File: config.mk
export PLATFORM = sky130hd
export DESIGN_NAME = warp_issue_sched
export DESIGN_NICKNAME = d
export VERILOG_FILES = /design/src/rtl/wsched_pkg.sv /design/src/rtl/wsched_ctrl.sv /design/src/rtl/wsched_dp.sv /design/src/rtl/warp_issue_sched.sv
export SDC_FILE = /design/constraint.sdc
export NUM_CORES = 1
export LEC_CHECK = 0
export ABC_AREA = 1
export BUFFER_PORTS_ARGS = -buffer_cell sky130_fd_sc_hd__buf_4
export CORE_UTILIZATION = 60
export CTS_CLUSTER_SIZE = 12
export DETAILED_ROUTE_END_ITERATION = 12
export HOLD_SLACK_MARGIN = 0.08
export PLACE_DENSITY_LB_ADDON = 0.12
export SLEW_MARGIN = 25
export SYNTH_ARGS = -nofsm -noshare
export SYNTH_HDL_FRONTEND = slang
export SYNTH_HIERARCHICAL = 1
export SYNTH_SLANG_ARGS = --single-unit
File: constraint.sdc
create_clock -name clk -period 3.59 [get_ports clk]
set_input_delay 0.1795 -clock clk [delete_from_list [all_inputs] [get_ports clk]]
set_output_delay 0.1795 -clock clk [all_outputs]
set_load 0.02 [all_outputs]
File: src/rtl/wsched_pkg.sv
package wsched_pkg;
  // Fixed field widths for the control-to-datapath strobe bundle.
  localparam int MAX_WARP_W = 8;  // up to 256 resident warps
  localparam int MAX_SLOT_W = 3;  // up to 8 inner-pool slots

  typedef struct packed {
    logic                  issueEn;
    logic [MAX_SLOT_W-1:0] issueSlot;
    logic                  demoteEn;
    logic                  promoteEn;
    logic [MAX_SLOT_W-1:0] promoteSlot;
    logic [MAX_WARP_W-1:0] promoteWarp;
  } sched_strobe_t;
endpackage

File: src/rtl/wsched_ctrl.sv
module wsched_ctrl
  import wsched_pkg::*;
#(
  parameter int NUM_WARPS    = 16,
  parameter int ACTIVE_SLOTS = 6,
  parameter int WID_W        = $clog2(NUM_WARPS),
  parameter int SID_W        = $clog2(ACTIVE_SLOTS)
) (
  input  logic                 clk,
  input  logic                 rstN,
  input  logic [NUM_WARPS-1:0] warpReady,
  input  logic [NUM_WARPS-1:0] warpLongOp,
  input  logic                 slotValid [ACTIVE_SLOTS],
  input  logic [WID_W-1:0]     slotWarp  [ACTIVE_SLOTS],
  input  logic [NUM_WARPS-1:0] activeQ,
  input  logic [NUM_WARPS-1:0] pendingQ,
  output sched_strobe_t        strobe,
  output logic [WID_W-1:0]     issueWarp
);
  logic [ACTIVE_SLOTS-1:0] slotReady;
  logic                    curValidQ;
  logic [SID_W-1:0]        curSlotQ;
  logic                    anyReady;
  logic [SID_W-1:0]        lowReadySlot;
  logic [SID_W-1:0]        selSlot;
  logic                    anyFree;
  logic [SID_W-1:0]        freeSlot;
  logic                    anyElig;
  logic [WID_W-1:0]        eligWarp;
  logic                    issueEn;
  logic                    demoteEn;

  for (genvar g = 0; g < ACTIVE_SLOTS; g++) begin : gSlotReady
    assign slotReady[g] = slotValid[g] && warpReady[slotWarp[g]];
  end

  // Lowest-numbered ready slot, used when the greedy holder stalls.
  always_comb begin
    anyReady     = 1'b0;
    lowReadySlot = '0;
    for (int s = ACTIVE_SLOTS - 1; s >= 0; s--) begin
      if (slotReady[s]) begin
        anyReady     = 1'b1;
        lowReadySlot = SID_W'(s);
      end
    end
  end

  // Lowest free slot and lowest eligible outer-pool warp.
  always_comb begin
    anyFree  = 1'b0;
    freeSlot = '0;
    for (int s = ACTIVE_SLOTS - 1; s >= 0; s--) begin
      if (!slotValid[s]) begin
        anyFree  = 1'b1;
        freeSlot = SID_W'(s);
      end
    end
    anyElig  = 1'b0;
    eligWarp = '0;
    for (int w = NUM_WARPS - 1; w >= 0; w--) begin
      if (!activeQ[w] && !pendingQ[w]) begin
        anyElig  = 1'b1;
        eligWarp = WID_W'(w);
      end
    end
  end

  // Greedy selection: stay on the last issuer while it is ready.
  always_comb begin
    if (curValidQ && slotReady[curSlotQ]) selSlot = curSlotQ;
    else                                  selSlot = lowReadySlot;
    issueEn   = rstN && anyReady;
    issueWarp = slotWarp[selSlot];
    demoteEn  = issueEn && warpLongOp[issueWarp];
  end

  always_comb begin
    strobe             = '0;
    strobe.issueEn     = issueEn;
    strobe.issueSlot   = MAX_SLOT_W'(selSlot);
    strobe.demoteEn    = demoteEn;
    strobe.promoteEn   = rstN && anyFree && anyElig;
    strobe.promoteSlot = MAX_SLOT_W'(freeSlot);
    strobe.promoteWarp = MAX_WARP_W'(eligWarp);
  end

  always_ff @(posedge clk or negedge rstN) begin
    if (!rstN) begin
      curValidQ <= 1'b0;
      curSlotQ  <= '0;
    end else if (issueEn) begin
      curValidQ <= !demoteEn;
      curSlotQ  <= selSlot;
    end
  end

  // a change of holder only happens when the holder is not ready
  assert_switch_on_stall_R4: assert property (@(posedge clk) disable iff (!rstN)
    (issueEn && curValidQ && selSlot != curSlotQ) |-> !slotReady[curSlotQ]);
endmodule

File: src/rtl/wsched_dp.sv
module wsched_dp
  import wsched_pkg::*;
#(
  parameter int NUM_WARPS    = 16,
  parameter int ACTIVE_SLOTS = 6,
  parameter int WID_W        = $clog2(NUM_WARPS)
) (
  input  logic                 clk,
  input  logic                 rstN,
  input  sched_strobe_t        strobe,
  input  logic [WID_W-1:0]     issueWarp,
  input  logic                 longDone,
  input  logic [WID_W-1:0]     longDoneId,
  output logic                 slotValid [ACTIVE_SLOTS],
  output logic [WID_W-1:0]     slotWarp  [ACTIVE_SLOTS],
  output logic [NUM_WARPS-1:0] activeQ,
  output logic [NUM_WARPS-1:0] pendingQ
);
  logic [WID_W-1:0] promoteWarp;
  assign promoteWarp = strobe.promoteWarp[WID_W-1:0];

  for (genvar g = 0; g < ACTIVE_SLOTS; g++) begin : gSlot
    always_ff @(posedge clk or negedge rstN) begin
      if (!rstN) begin
        slotValid[g] <= 1'b0;
        slotWarp[g]  <= '0;
      end else if (strobe.promoteEn && strobe.promoteSlot == MAX_SLOT_W'(g)) begin
        slotValid[g] <= 1'b1;
        slotWarp[g]  <= promoteWarp;
      end else if (strobe.demoteEn && strobe.issueSlot == MAX_SLOT_W'(g)) begin
        slotValid[g] <= 1'b0;
      end
    end
  end

  always_ff @(posedge clk or negedge rstN) begin
    if (!rstN) begin
      activeQ  <= '0;
      pendingQ <= '0;
    end else begin
      if (longDone && pendingQ[longDoneId]) pendingQ[longDoneId] <= 1'b0;
      if (strobe.demoteEn) begin
        activeQ[issueWarp]  <= 1'b0;
        pendingQ[issueWarp] <= 1'b1;
      end
      if (strobe.promoteEn) activeQ[promoteWarp] <= 1'b1;
    end
  end

  // the inner pool never holds more warps than it has slots
  assert_pool_bound_R1: assert property (@(posedge clk) disable iff (!rstN)
    $countones(activeQ) <= ACTIVE_SLOTS);
  // a grant always targets an occupied slot
  assert_issue_in_pool_R2: assert property (@(posedge clk) disable iff (!rstN)
    strobe.issueEn |-> (slotValid[strobe.issueSlot] && activeQ[issueWarp]));
  // a waiting warp is never in the inner pool
  assert_wait_not_active_R8: assert property (@(posedge clk) disable iff (!rstN)
    (activeQ & pendingQ) == '0);
  // the promoted warp was eligible and the target slot free
  assert_promote_eligible_R7: assert property (@(posedge clk) disable iff (!rstN)
    strobe.promoteEn |-> (!activeQ[promoteWarp] && !pendingQ[promoteWarp]
                          && !slotValid[strobe.promoteSlot]));
endmodule

File: src/rtl/warp_issue_sched.sv
module warp_issue_sched
  import wsched_pkg::*;
#(
  parameter int NUM_WARPS    = 16,  // resident warps, at most 256
  parameter int ACTIVE_SLOTS = 6,   // inner-pool size, 6 to 8
  localparam int WID_W       = $clog2(NUM_WARPS),
  localparam int SID_W       = $clog2(ACTIVE_SLOTS)
) (
  input  logic                 clk,
  input  logic                 rstN,
  input  logic [NUM_WARPS-1:0] warpReady,
  input  logic [NUM_WARPS-1:0] warpLongOp,
  input  logic                 longDone,
  input  logic [WID_W-1:0]     longDoneId,
  output logic                 issueValid,
  output logic [WID_W-1:0]     issueId,
  output logic                 evictValid,
  output logic [WID_W-1:0]     evictId,
  output logic                 promoteValid,
  output logic [WID_W-1:0]     promoteId
);
  sched_strobe_t        strobe;
  logic [WID_W-1:0]     issueWarp;
  logic                 slotValid [ACTIVE_SLOTS];
  logic [WID_W-1:0]     slotWarp  [ACTIVE_SLOTS];
  logic [NUM_WARPS-1:0] activeQ;
  logic [NUM_WARPS-1:0] pendingQ;

  wsched_ctrl #(.NUM_WARPS(NUM_WARPS), .ACTIVE_SLOTS(ACTIVE_SLOTS),
                .WID_W(WID_W), .SID_W(SID_W)) uCtrl (
    .clk(clk), .rstN(rstN), .warpReady(warpReady), .warpLongOp(warpLongOp),
    .slotValid(slotValid), .slotWarp(slotWarp), .activeQ(activeQ),
    .pendingQ(pendingQ), .strobe(strobe), .issueWarp(issueWarp));

  wsched_dp #(.NUM_WARPS(NUM_WARPS), .ACTIVE_SLOTS(ACTIVE_SLOTS),
              .WID_W(WID_W)) uDp (
    .clk(clk), .rstN(rstN), .strobe(strobe), .issueWarp(issueWarp),
    .longDone(longDone), .longDoneId(longDoneId), .slotValid(slotValid),
    .slotWarp(slotWarp), .activeQ(activeQ), .pendingQ(pendingQ));

  assign issueValid   = strobe.issueEn;
  assign issueId      = issueWarp;
  assign evictValid   = strobe.demoteEn;
  assign evictId      = issueWarp;
  assign promoteValid = strobe.promoteEn;
  assign promoteId    = strobe.promoteWarp[WID_W-1:0];

  // a granted warp has its ready flag high
  assert_issue_ready_R2: assert property (@(posedge clk) disable iff (!rstN)
    issueValid |-> warpReady[issueId]);
  // the previous issuer keeps the grant while ready
  assert_greedy_hold_R3: assert property (@(posedge clk) disable iff (!rstN)
    ($past(issueValid) && !$past(evictValid) && warpReady[$past(issueId)])
      |-> (issueValid && issueId == $past(issueId)));
  // eviction accompanies a long-class grant of the same warp
  assert_evict_on_long_R6: assert property (@(posedge clk) disable iff (!rstN)
    evictValid |-> (issueValid && evictId == issueId && warpLongOp[issueId]));
  // an evicted warp is not granted in the following cycle
  assert_evicted_gone_R6: assert property (@(posedge clk) disable iff (!rstN)
    $past(evictValid) |-> !(issueValid && issueId == $past(evictId)));
  // the warp evicted this cycle is not the one promoted
  assert_no_bounce_R9: assert property (@(posedge clk) disable iff (!rstN)
    (evictValid && promoteValid) |-> (evictId != promoteId));
endmodule

-- Word level (Yosys, flattened, before mapping)
Index checks and enable logic that the tools add are counted.
W data, S select, Z words.
- flip-flop bits (word level): 66
- bits in latches: 0
- RAM bits: 0
- memory bits (read-only): 0
- input bits: 39
- output and inout port bits: 15
- word-level logic and storage cells: 231
- memories kept: 0
- $add $sub $neg: 0
- multiply operators: 0
- divide/modulo/power cells: 0
- $lt $le $gt $ge: 14
- equality and inequality tests: 10
- shift operators: 0
- mux-type cells: 100
- bitwise gates (word level): 7
- reductions and logical operators: 84
- operator list (kind ; number):
    $mux W4 ; 18
    $mux W16 ; 4
    $mux W1 ; 52
    $lt A4 B5 Y1 const B ; 9
    $logic_and A1 B1 Y1 ; 43
    $mux W3 ; 13
    $logic_not A1 Y1 ; 33
    $and A16 B16 Y16 ; 2
    $bmux W1 S4 ; 8
    $not A16 Y16 ; 2
    $or A16 B16 Y16 ; 2
    $bmux W4 S3 ; 1
    $demux W1 S4 ; 3
    $eq A3 B2 Y1 const B ; 4
    $eq A3 B3 Y1 const B ; 4
    $ge A4 B1 Y1 const B ; 3
    $reduce_bool A2 Y1 ; 6
    $eq A3 B1 Y1 const B ; 2
    $logic_not A3 Y1 ; 2
    $ge A4 B4 Y1 const B ; 1
    $lt A3 B4 Y1 const B ; 1
    $not A3 Y4 ; 1
    $bmux W1 S3 ; 1

-- Logic depth before layout (Yosys ltp)
Gate-level depths: netlist (run 1).
- depth after elaboration: 24
- gate-level depth with buffers: 33
- mapped depth without buffers: 31

-- Modules after synthesis
The synthesis (run 1) kept the hierarchy.
- by module, submodules not included (module ; times used ; cells each ; area each (um^2) ; seq. area each (um^2)):
    wsched_dp ; 1 ; 350 ; 2942.8 ; 1551.5
    wsched_ctrl ; 1 ; 440 ; 2210.9 ; 100.1
    warp_issue_sched ; 1 ; 4 ; 30.0 ; 0.0

-- Least setup slack after synthesis (run 1)
No wires, ideal clock.
- path type: register -> register
- start point: reg uDp/slotWarp[20] (netlist bit)
- end point: reg uDp.activeQ[8]
- library setup time: 0.165 ns
- arrival time: 3.323 ns
- required time: 3.425 ns
- path slack: 0.103 ns
- cell stages (with the launch flop): 29
- buffers on the path: 4
- clock period less this slack: 3.487 ns
- path through: dfrtp_1 -> buf_2 -> buf_6 -> o211ai_1 -> nand3_1 -> nand3_1 -> nand2_1 -> nand3_1 -> nand3_1 -> nand2_1 -> nand2_2 -> nand2_4 -> nand2_4 -> nand2_2 -> buf_6 -> o21ai_1 -> a21oi_1 -> o21ai_1 -> o21ai_1 -> inv_1 -> nand3_1 -> nand2_1 -> nor2_1 -> buf_4 -> inv_2 -> nor3_1 -> nand2_1 -> nand2_1 -> o31ai_1
- elaborated cells between the ends (all ways): 27
- classes of those cells: order compare (2); mux (16); bitwise (4); reduce/logical (5)
- RTL lines (item ; RTL line ; source):
    start: declaration ; wsched_dp.sv:15 ; output logic [WID_W-1:0] slotWarp [ACTIVE_SLOTS],
    start signal: indexed assignment ; wsched_dp.sv:29 ; slotWarp[g] <= promoteWarp;
    $bmux W1 S4 * ; wsched_ctrl.sv:34 ; assign slotReady[g] = slotValid[g] && warpReady[slotWarp[g]];
    $mux W1 (not written as such) * ; wsched_ctrl.sv:34 ;
    $logic_and A1 B1 Y1 * ; wsched_ctrl.sv:34 ;
    $bmux W1 S3 ; wsched_ctrl.sv:71 ; if (curValidQ && slotReady[curSlotQ]) selSlot = curSlotQ;
    $mux W1 (not written as such) ; wsched_ctrl.sv:71 ;
    $logic_and A1 B1 Y1 ; wsched_ctrl.sv:71 ;
    $mux W3 * ; wsched_ctrl.sv:71 ;
    $not A3 Y4 (not written as such) * ; wsched_ctrl.sv:74 ; issueWarp = slotWarp[selSlot];
    [... 3 more ...] ; -- ;
    named net evictId[3] ; warp_issue_sched.sv:18 ; output logic [WID_W-1:0] evictId,
    $bmux W1 S4 * ; wsched_ctrl.sv:75 ; demoteEn = issueEn && warpLongOp[issueWarp];
    $mux W1 (not written as such) * ; wsched_ctrl.sv:75 ;
    $logic_and A1 B1 Y1 * ; wsched_ctrl.sv:75 ;
    named net uCtrl.demoteEn ; wsched_ctrl.sv:31 ; logic demoteEn;
    $mux W16 * ; wsched_dp.sv:42 ; if (strobe.demoteEn) begin
    $or A16 B16 Y16 (no source line) ; -- ;
    $mux W16 * ; wsched_dp.sv:46 ; if (strobe.promoteEn) activeQ[promoteWarp] <= 1'b1;
    end signal: assignment ; wsched_dp.sv:38 ; activeQ <= '0;
    end signal: indexed assignment ; wsched_dp.sv:43 ; activeQ[issueWarp] <= 1'b0;
    end signal: indexed assignment ; wsched_dp.sv:46 ;
    end: declaration ; wsched_dp.sv:16 ; output logic [NUM_WARPS-1:0] activeQ,
Mark *: on every way through the listed nets, which the timed path passes. The rest lies on a longest branch. The select of a mux whose other input is x is not followed.
A chain may end at the register's enable or synchronous reset.

-- Worst setup path after layout (run 1)
- start point: reg uDp/slotWarp[4] (netlist bit)
- end point: reg uDp.activeQ[14]
- longest elaborated chain between the ends: 22
- elaborated cells between the ends (all ways): 35
- classes of those cells: order compare (2); mux (24); bitwise (4); reduce/logical (5)
- RTL lines (item ; RTL line ; source):
    $bmux W1 S4 ; wsched_ctrl.sv:34 ;
    $mux W1 (not written as such) ; wsched_ctrl.sv:34 ;
    $logic_and A1 B1 Y1 ; wsched_ctrl.sv:34 ;
    $mux W3 (5 in a row) ; wsched_ctrl.sv:42 ; if (slotReady[s]) begin
    $mux W3 ; wsched_ctrl.sv:71 ;
    $not A3 Y4 (not written as such) ; wsched_ctrl.sv:74 ;
    $bmux W4 S3 ; wsched_ctrl.sv:74 ;
    $mux W4 (not written as such) (2 in a row) ; wsched_ctrl.sv:74 ;
    $lt A4 B5 Y1 (not written as such) or $ge A4 B1 Y1 (tied branches) ; wsched_dp.sv:43 ;
    $logic_and A1 B1 Y1 (not written as such) ; wsched_dp.sv:43 ;
    $mux W1 (not written as such) ; wsched_dp.sv:43 ;
    $demux W1 S4 ; -- ;
    $not A16 Y16 (no source line) ; -- ;
    $and A16 B16 Y16 (no source line) ; -- ;
    $mux W16 * ; wsched_dp.sv:42 ;
    $or A16 B16 Y16 (no source line) ; -- ;
    $mux W16 * ; wsched_dp.sv:46 ;
Every way passes the cells marked *; elsewhere a longest branch is shown, timed or not. The select of a mux whose other input is x is not followed.

==> key figures, run 1 <==
Worst setup path
  – CP Class: reg2reg
  – Critical Path Start: uDp/slotWarp[4]
  – Reg-to-Reg Start: uDp/slotWarp[4]
  – R2R Setup Slk: -0.25 ns
  – Worst endpoint required time: 3.83 ns
  – CP Launch Type: flip-flop
  – Worst Setup EP: uDp/activeQ[14]
  – Setup crit end kind: flip-flop
  – Slowest CP cell: dfrtp_2
  – FF-to-FF path depth: 31
  – RR Endpoint: uDp/activeQ[14]
  – CP max stage delay: 0.44 ns
  – Worst Path Max Fanout: 8
  – CP most frequent cell: nand3_2
  – Critical Path AT: 4.07 ns

Placed design
  – DPL Wire Length: 12,780 µm
  – Port Buf Inserts: 53
  – Dpl ws: -0.2132 ns
  – Global placer's final weighted congestion: 1.010
  – Cell area after placement: 0.005618 mm²

Clock tree
  – CTS tree: built
  – Longest Clk Path Bufs: 2
  – CTS Root Cell: clkbuf_8
  – H-tree lvl count: 3
  – Clock Sink Count: 66
  – TritonCTS Buffers: 9
  – Clock Latency Late Sink: 0.36 ns
  – Worst-path clk slew: 0.09 ns

Finish
  – Design area: 0.006788 mm²
  – Area grow syn2layout: 31.80%
  – Fraction of layout cells with a size suffix above 1: 0.3016
  – Ant diodes: 0
  – Nets: 926

Worst hold path
  – Worst min-delay path class: in2reg
  – Min-Delay Path Depth: 3

Floorplan
  – Core area: 0.008258 mm²
  – Placement Rows: 33
  – Die span in x: 94.65 µm
  – Die H: 94.65 µm
  – Initial Util: 0.6236
  – Total die area: 0.008958 mm²
  – I/O pins: 54

STA
  – Worst Max-Slew Pin Slew: 0.5838 ns
  – Setup WS post-layout: -0.2460 ns
  – Min cycle time layout: 3.836 ns
  – Skew final: 0.01482 ns
  – Slew Limit Headroom: 0.6094
  – Final Cycle Share: 1.069
  – Fin. max-slew vios: 0
  – RSZ-0062 raised after global routing: true
  – Final setup viols: 29
  – Final Hold Vio Count: 0
  – FMAX: 260.7 MHz

Detailed routing
  – Via count: 6,395
  – Number of DRC markers in iteration 0: 806
  – ANT nets after route: 0
  – Routed WL: 19,690 µm
  – WL/cell: 19.75 µm
  – DRT Pass-1 Iters: 6
  – DR vias/cell: 6.414
  – Residual DRC: 0

Outcome
  – Status: finished, violations left
  – Failing checks: negative setup slack

Global route
  – Vias in the first global route: 5,577
  – Tot GR Track Use: 0.4056
  – Pin count of the biggest net entering global routing: 38
  – Initial antenna violation count: 0
  – First-pass GRT wire length: 27,330 µm
  – Gr ovfl total: 0

Synth
  – Yosys warnings: 6
  – Syn nets: 828
  – Avg Inst Size Synth: 6.527 µm²
  – Post-Syn Area: 0.005150 mm²
  – Cells after synthesis: 789

Run
  – MaxCap Viol Count: 0
[how the worst min path moves through the flow]
stage,start,to,slack (ns)
after floorplan,rstN,uCtrl/curSlotQ[0],-0.12
after global placement,rstN,uDp/slotWarp[16],0.18
after detailed placement,rstN,uDp/slotWarp[16],0.17
after CTS,longDone,uDp/pendingQ[11],0.20
after global routing,longDone,uDp/pendingQ[11],0.21
final,longDone,uDp/pendingQ[11],0.22
[worst max-delay path: cells and delay by family, from the launching register on]
kind	cells	cell delay, ns
AOI/OAI and AO/OA	2	0.25
buffers and inverters	6	0.73
DFF	1	0.44
and+or+nand+nor	23	2.26
[sequential cells by signal, summed over array words and instances, names as in the netlist]
name             count
uDp/pendingQ        16
uDp/slotWarp        24
uDp/slotValid        6
uCtrl/curValidQ      1
uCtrl/curSlotQ       3
uDp/activeQ         16
[stage by stage]
step | instances | TNS (ns) | utilization | hold slack (ns)
global placement | 944 | -0.1754 | 0.6803 | 0.1777
global route | 997 | -12.21 | 0.8220 | 0.2126
CTS | 982 | -0.03751 | 0.7592 | 0.2035
finish | 997 | -2.510 | 0.8220 | 0.2189
detailed placement | 944 | -4.078 | 0.6803 | 0.1733
floorplan | 789 | 0 | - | -0.1161
[layout make-up]
cell class                 count  area, µm²
fill                         516       1470
multi-input combinational    612       3461
tap                          105      131.4
clock buffer                   9      123.9
timing repair inverter         1      8.758
sequential                    66       1659
clock inverter                 7      100.1
timing repair buffer         106      929.6
inverter                      91      374.1
[cells in the final DEF, fill, tap and decap left out, drive strengths merged, types with 2 or more instances in the layout]
| cell | instances |
|---|---|
| inv | 91 |
| clkinv | 6 |
| nor2 | 43 |
| clkbuf | 9 |
| nand2 | 282 |
| o31ai | 4 |
| nand3 | 152 |
| o21ai | 69 |
| o211ai | 14 |
| a21oi | 17 |
| a21boi | 16 |
| bufinv | 2 |
| buf | 105 |
| o21a | 2 |
| nor3 | 7 |
| dfrtp | 66 |
[routing by layer]
metal | track usage | up-vias | share of wire
met4 | 0.1755 | 0 | 0.041
met1 | 0.5635 | 2974 | 0.39
met2 | 0.6103 | 529 | 0.44
met5 | 0 | - | 0
li1 | - | 2799 | -
met3 | 0.08374 | 93 | 0.13
[timing repair]
action,4_1_cts,5_1_grt
gates resized for setup,57,95
endpoints found under the setup margin,39,41
cloned,2,2
setup buffers,19,13
hold buffers,1,0
hold endpoints to repair,34,0
pin swaps,33,33
Power of run 1 is not shown: default switching activity piles up to over one toggle a cycle in this logic, so the estimate is an artifact.
==> inputs of run 2 (changes only) <==
--- a/config.mk
+++ b/config.mk
@@ -11,7 +11,7 @@
 export CTS_CLUSTER_SIZE = 12
 export DETAILED_ROUTE_END_ITERATION = 12
 export HOLD_SLACK_MARGIN = 0.08
-export PLACE_DENSITY_LB_ADDON = 0.12
+export PLACE_DENSITY = 0.81
 export SLEW_MARGIN = 25
 export SYNTH_ARGS = -nofsm -noshare
 export SYNTH_HDL_FRONTEND = slang
==> run 2 against run 1 <==
- the flow still finishes with violations (negative setup slack)
- hold slack better by 0.011 ns
- first-iteration DRC count down 9.9%
- highest routed layer unchanged
- clock-buffer cell count up 3
- register-to-register slack better by 0.09 ns
- critical path depth down 8
- cell count down 1.9%
- sequential share of layout area up 1.4 points
- design area down 5.2%
- clock skew down 0.00093 ns
- worst setup slack better by 0.093 ns
- via count down 5.4%
- critical endpoint is now evictValid
- sequential cell count unchanged
==> key figures, run 2 (synthesis gave the netlist of run 1 again) <==
Placed design
  – Inst Count DP: 946
  – DPL Wire Length: 12,770 µm
  – Dpl ws: -0.07518 ns
  – Port Buf Inserts: 53
  – Global placer's final weighted congestion: 1.030

Floorplan
  – Placement Rows: 33
  – I/O pins: 54
  – Die H: 94.65 µm
  – Total die area: 0.008958 mm²
  – Core area: 0.008258 mm²
  – Die span in x: 94.65 µm
  – Initial Util: 0.6236

STA
  – Fin. max-slew vios: 0
  – Worst Max-Slew Pin Slew: 0.5756 ns
  – Final Cycle Share: 1.042
  – Final Hold Vio Count: 0
  – Final setup viols: 31
  – Setup WS post-layout: -0.1526 ns
  – TNS Setup: -2.630 ns
  – RSZ-0062 raised after global routing: true
  – Min cycle time layout: 3.743 ns
  – FMAX: 267.2 MHz
  – Slew Limit Headroom: 0.6149
  – Skew final: 0.01389 ns

Global route
  – Tot GR Track Use: 0.3917
  – First-pass GRT wire length: 26,190 µm
  – Vias in the first global route: 5,134
  – Pin count of the biggest net entering global routing: 38
  – Gr ovfl total: 0
  – Initial antenna violation count: 0

Detailed routing
  – DR vias/cell: 6.184
  – Number of DRC markers in iteration 0: 726
  – DRT Pass-1 Iters: 6
  – Residual DRC: 0
  – ANT nets after route: 0
  – Routed WL: 18,170 µm
  – Via count: 6,048
  – WL/cell: 18.58 µm

Clock tree
  – Clock Latency Late Sink: 0.35 ns
  – H-tree lvl count: 3
  – CTS Root Cell: clkbuf_8
  – Longest Clk Path Bufs: 2
  – Worst-path clk slew: 0.08 ns
  – TritonCTS Buffers: 9
  – CTS tree: built
  – Clock Sink Count: 66

Worst setup path
  – Bufs and invs on worst path: 4
  – Delay-heaviest family, CP: simple AND/OR/NAND/NOR gates
  – Crit path cell chain: buf_6 > nand2_1 > nand3_2 > nand3_2 > nand3_1 > nand2_1 > nand2_2 > nand2_2 > nand3_2 > a21oi_4 > nand2_4 > o21ai_4 > buf_6 > nand3_4 > nand2_8 > nand2_2 > nand3_2 > nand3_2 > nand3_2 > nand2_2 > nor2_4 > buf_6 > buf_6
  – CP Class: reg2out
  – Slowest CP cell: dfrtp_2
  – Reg-to-Reg Start: uDp/slotWarp[4]
  – Worst Path Max Fanout: 8
  – CP most frequent cell: nand3_2
  – Setup crit end kind: output pin
  – Worst endpoint required time: 3.41 ns
  – CP Launch Type: flip-flop
  – FF-to-FF path depth: 27
  – R2R Setup Slk: -0.15 ns
  – Critical Path AT: 3.56 ns
  – Critical Path Start: uDp/slotWarp[4]
  – CP max stage delay: 0.46 ns
  – RR Endpoint: uDp/activeQ[2]

Finish
  – Commonest non-fill, non-tap cells in the layout: nand2_1, nand3_1, buf_4
  – Nets: 907
  – Post-Layout Cell Count: 978
  – Biggest register: uDp/slotWarp
  – Largest regs: uDp/slotWarp (24), uDp/activeQ (16), uDp/pendingQ (16)
  – Fraction of layout cells with a size suffix above 1: 0.2623
  – Final core occ: 0.7789
  – Commonest non-fill, non-tap cell in the layout: nand2_1
  – Largest register FFs: 24
  – Area grow syn2layout: 24.90%
  – Ant diodes: 0

Worst hold path
  – Worst min-delay path class: in2reg
  – Hold path startpoint: longDone
  – Hold worst-path end: uDp/pendingQ[2]
  – Min-Delay Path Depth: 3

Run
  – MaxCap Viol Count: 0

Outcome
  – Failing checks: negative setup slack
  – Status: finished, violations left
run 2: cell count changes in the layout (fill, tap and decap cells not counted), sizes merged:
cell    previous run  this run
clkbuf             9        12
clkinv             6         4
buf              105        87
inv               91        89
run 2: timing repair:
action,4_1_cts,5_1_grt
setup buffers,0,12
setup endpoints to repair,26,41
hold buffers,1,0
gates cloned,0,3
hold endpoints to repair,34,0
pin swaps,1,15
gates resized for setup,8,110
run 2: routing by layer:
metal	wire length (µm)	GRT usage	up-vias
met1	7417	0.5681	2818
met5	0	0	-
met4	420	0.1073	0
li1	-	-	2764
met3	2145	0.09179	54
met2	8187	0.5845	412
run 2: worst register-to-register path, cell delays in order (launching register included):
cell	delay [ns]
dfrtp_2	0.46
buf_6	0.15
nand2_1	0.09
nand3_2	0.09
nand3_2	0.08
nand3_1	0.07
nand2_1	0.09
nand2_2	0.08
nand2_2	0.08
nand3_2	0.10
a21oi_4	0.28
nand2_4	0.15
o21ai_4	0.28
buf_6	0.15
nand3_4	0.13
nand2_8	0.16
nand2_2	0.09
nand3_2	0.07
nand3_2	0.08
nand3_2	0.07
nand2_2	0.08
nor2_4	0.13
inv_2	0.08
nor3_2	0.14
buf_4	0.17
nand2_1	0.09
nand2_1	0.09
o21ai_1	0.07
run 2: worst max-delay path by stage:
stage                       endpoint  cells after the start
finish                    evictValid                     23
global route          uDp/activeQ[8]                     28
CTS                       evictValid                     25
detailed placement  uDp/slotValid[1]                     25
global placement    uDp/slotValid[1]                     25
floorplan             uDp/activeQ[8]                     28
run 2: area by class of cell:
class / count / area [µm²]
multi-input cells: 612 / 3344
fillers: 645 / 1826
flip-flops and latches: 66 / 1659
repair buffers: 88 / 709.4
inverters: 91 / 359.1
clock buffers: 12 / 155.1
well taps: 105 / 131.4
clock inverters: 4 / 73.82
run 2: per-stage QoR:
| step | instance area, µm² | hold slack, ns |
|---|---|---|
| after floorplan | 5150 | -0.1161 |
| after detailed placement | 5633 | 0.1720 |
| after global routing | 6432 | 0.2273 |
| after global placement | 5633 | 0.1673 |
| final | 6432 | 0.2296 |
| after CTS | 5891 | 0.2120 |
Power of run 2 is left out for the same reason.
==> inputs of run 3 (changes only) <==
--- a/config.mk
+++ b/config.mk
@@ -7,13 +7,14 @@
 export LEC_CHECK = 0
 export ABC_AREA = 1
 export BUFFER_PORTS_ARGS = -buffer_cell sky130_fd_sc_hd__buf_4
+export CORE_MARGIN = 3
 export CORE_UTILIZATION = 60
 export CTS_CLUSTER_SIZE = 12
 export DETAILED_ROUTE_END_ITERATION = 12
+export GPL_ROUTABILITY_DRIVEN = 1
 export HOLD_SLACK_MARGIN = 0.08
 export PLACE_DENSITY = 0.81
 export SLEW_MARGIN = 25
 export SYNTH_ARGS = -nofsm -noshare
 export SYNTH_HDL_FRONTEND = slang
-export SYNTH_HIERARCHICAL = 1
 export SYNTH_SLANG_ARGS = --single-unit
==> run 3 against run 2 <==
- the run now ends clean
- first-iteration DRC count rose by 5.2%
- sequential share of layout area is 0.25 points higher
- critical path depth up 3
- area after synthesis increased by 3.6%
- clock skew fell by 0.0041 ns
- worst setup slack better by 0.18 ns
- global-route usage down 4.8 points
==> key figures, run 3 <==
Finish
  – Fraction of layout cells with a size suffix above 1: 0.2062
  – Largest register FFs: 24
  – Largest regs: uDp.slotWarp (24), uDp.activeQ (16), uDp.pendingQ (16)
  – Commonest non-fill, non-tap cells in the layout: nand2_1, nand3_1, inv_1
  – Post-Layout Cell Count: 1,046
  – Commonest non-fill, non-tap cell in the layout: nand2_1
  – Biggest register: uDp.slotWarp
  – Area grow syn2layout: 19.58%
  – Ant diodes: 0
  – Nets: 975

Synth
  – Post-synth cell types: 37
  – Sequential area share after synthesis: 0.3095
  – FF+latch count, synth: 66
  – Synth area leader: dfrtp_1
  – Most numerous cell in the Yosys netlist: nand2_1
  – Post-Syn Area: 0.005336 mm²
  – Top-area cell type share of the netlist area: 0.3095
  – Most instantiated cells after synthesis: nand2_1, nand3_1, inv_1
  – Synth Flop Type: dfrtp_1
  – Synth area leaders: dfrtp_1, nand2_1, nand3_1
  – Cells after synthesis: 860
  – Avg Inst Size Synth: 6.205 µm²
  – Post-synth ARST share: 1.000
  – Post-synth EDFFs: 0
  – Syn nets: 899
  – Yosys warnings: 0

STA
  – Min cycle time layout: 3.558 ns
  – Skew final: 0.009784 ns
  – Final Hold Vio Count: 0
  – Final setup viols: 0
  – Worst Max-Slew Pin Slew: 0.8588 ns
  – Setup WS post-layout: 0.03174 ns
  – RSZ-0062 raised after global routing: true
  – Final Cycle Share: 0.9912
  – Fin. max-slew vios: 0
  – FMAX: 281.0 MHz
  – Slew Limit Headroom: 0.4275

Global route
  – Vias in the first global route: 5,522
  – Tot GR Track Use: 0.3441
  – Pin count of the biggest net entering global routing: 67
  – Gr ovfl total: 0
  – First-pass GRT wire length: 27,100 µm
  – Initial antenna violation count: 0

Outcome
  – Status: finished, final reports clean

Worst setup path
  – Setup crit end kind: output pin
  – CP Class: reg2out
  – CP Launch Type: flip-flop
  – Critical Path AT: 3.38 ns
  – CP most frequent cell: nand2_2
  – CP max stage delay: 0.50 ns
  – Worst endpoint required time: 3.41 ns
  – Slowest CP cell: dfrtp_2
  – Worst Path Max Fanout: 7

Clock tree
  – Clock Latency Late Sink: 0.34 ns
  – Longest Clk Path Bufs: 2
  – Worst-path clk slew: 0.08 ns
  – CTS Root Cell: clkbuf_8
  – CTS tree: built
  – TritonCTS Buffers: 9
  – Clock Sink Count: 66
  – H-tree lvl count: 3

Floorplan
  – Die span in x: 100.3 µm
  – Initial Util: 0.6335
  – I/O pins: 54
  – Total die area: 0.01006 mm²
  – Core area: 0.008423 mm²
  – Placement Rows: 33
  – Die H: 100.3 µm

Placed design
  – Global placer's final weighted congestion: 1.008
  – Port Buf Inserts: 53
  – Inst Count DP: 1,006
  – Dpl ws: 0.04445 ns
  – DPL Wire Length: 12,860 µm

Detailed routing
  – Via count: 6,205
  – DRT Pass-1 Iters: 9
  – ANT nets after route: 0
  – Routed WL: 17,710 µm
  – Number of DRC markers in iteration 0: 764
  – WL/cell: 16.93 µm
  – DR vias/cell: 5.932
  – Residual DRC: 0

Worst hold path
  – Worst min-delay path class: in2reg

Run
  – MaxCap Viol Count: 0
==> run 3: path summary, 6_finish.rpt <==
check                                startpoint               end  slack (ns)  cells after the start
worst min register to register   uDp.activeQ[4]    uDp.activeQ[4]        0.52                      2
worst min-delay path              longDoneId[1]  uDp.pendingQ[15]        0.21                      4
max in group asynchronous                  rstN   uDp.slotWarp[9]        2.38                      3
worst max register to register  uDp.slotWarp[1]    uDp.activeQ[8]        0.17                     27
min in group asynchronous                  rstN   uDp.slotWarp[4]        0.57                      3
worst max-delay path            uDp.slotWarp[1]        evictValid        0.03                     26
==> run 3: routing by layer <==
layer  share of wire  wire (µm)  up-vias  GRT usage
met5               0          0        -          0
met4           0.031        546        0    0.09119
met3            0.12       2154       63     0.1119
met2            0.44       7736      394     0.5245
met1            0.41       7272     2830     0.4734
li1                -          -     2918          -
==> run 3: area by class of cell <==
class	instances	area [µm²]
flip-flops and latches	66	1662
multi-input cells	668	3282
clock inverters	7	68.82
fillers	669	2042
inverters	104	416.7
repair buffers	87	696.9
clock buffers	9	123.9
well taps	105	131.4
==> run 3: logic make-up (layout without fill, tap and decap cells) <==
family	after synthesis	count (layout)	share of synthesized area
and+or+nand+nor	576	578	0.4755
buffers and inverters	128	207	0.1100
AOI/OAI and AO/OA	90	90	0.1050
DFF	66	66	0.3095
==> run 3: through the flow <==
stage / area (µm²) / util / hold slack (ns) / setup TNS [ns]
floorplan: 5336 / - / -0.1161 / 0
finish: 6381 / 0.7576 / 0.2056 / 0
detailed placement: 5777 / 0.6858 / 0.4307 / 0
CTS: 6112 / 0.7256 / 0.1968 / 0
global route: 6381 / 0.7576 / 0.2205 / -1.280
global placement: 5777 / 0.6858 / 0.4312 / 0
==> run 3: worst max-delay path, delay by kind of cell (launching register included) <==
family | cells | cell delay (ns)
flops | 1 | 0.50
simple gates | 19 | 1.54
compound gates | 2 | 0.45
buf+inv | 5 | 0.53
==> run 3: repair_timing <==
item,4_1_cts,5_1_grt
gates resized for setup,15,56
setup buffers,13,8
pin swaps,4,35
hold buffers,1,0
endpoints found under the setup margin,1,40
cloned,0,2
hold endpoints to repair,5,0
Power of run 3 is left out for the same reason.
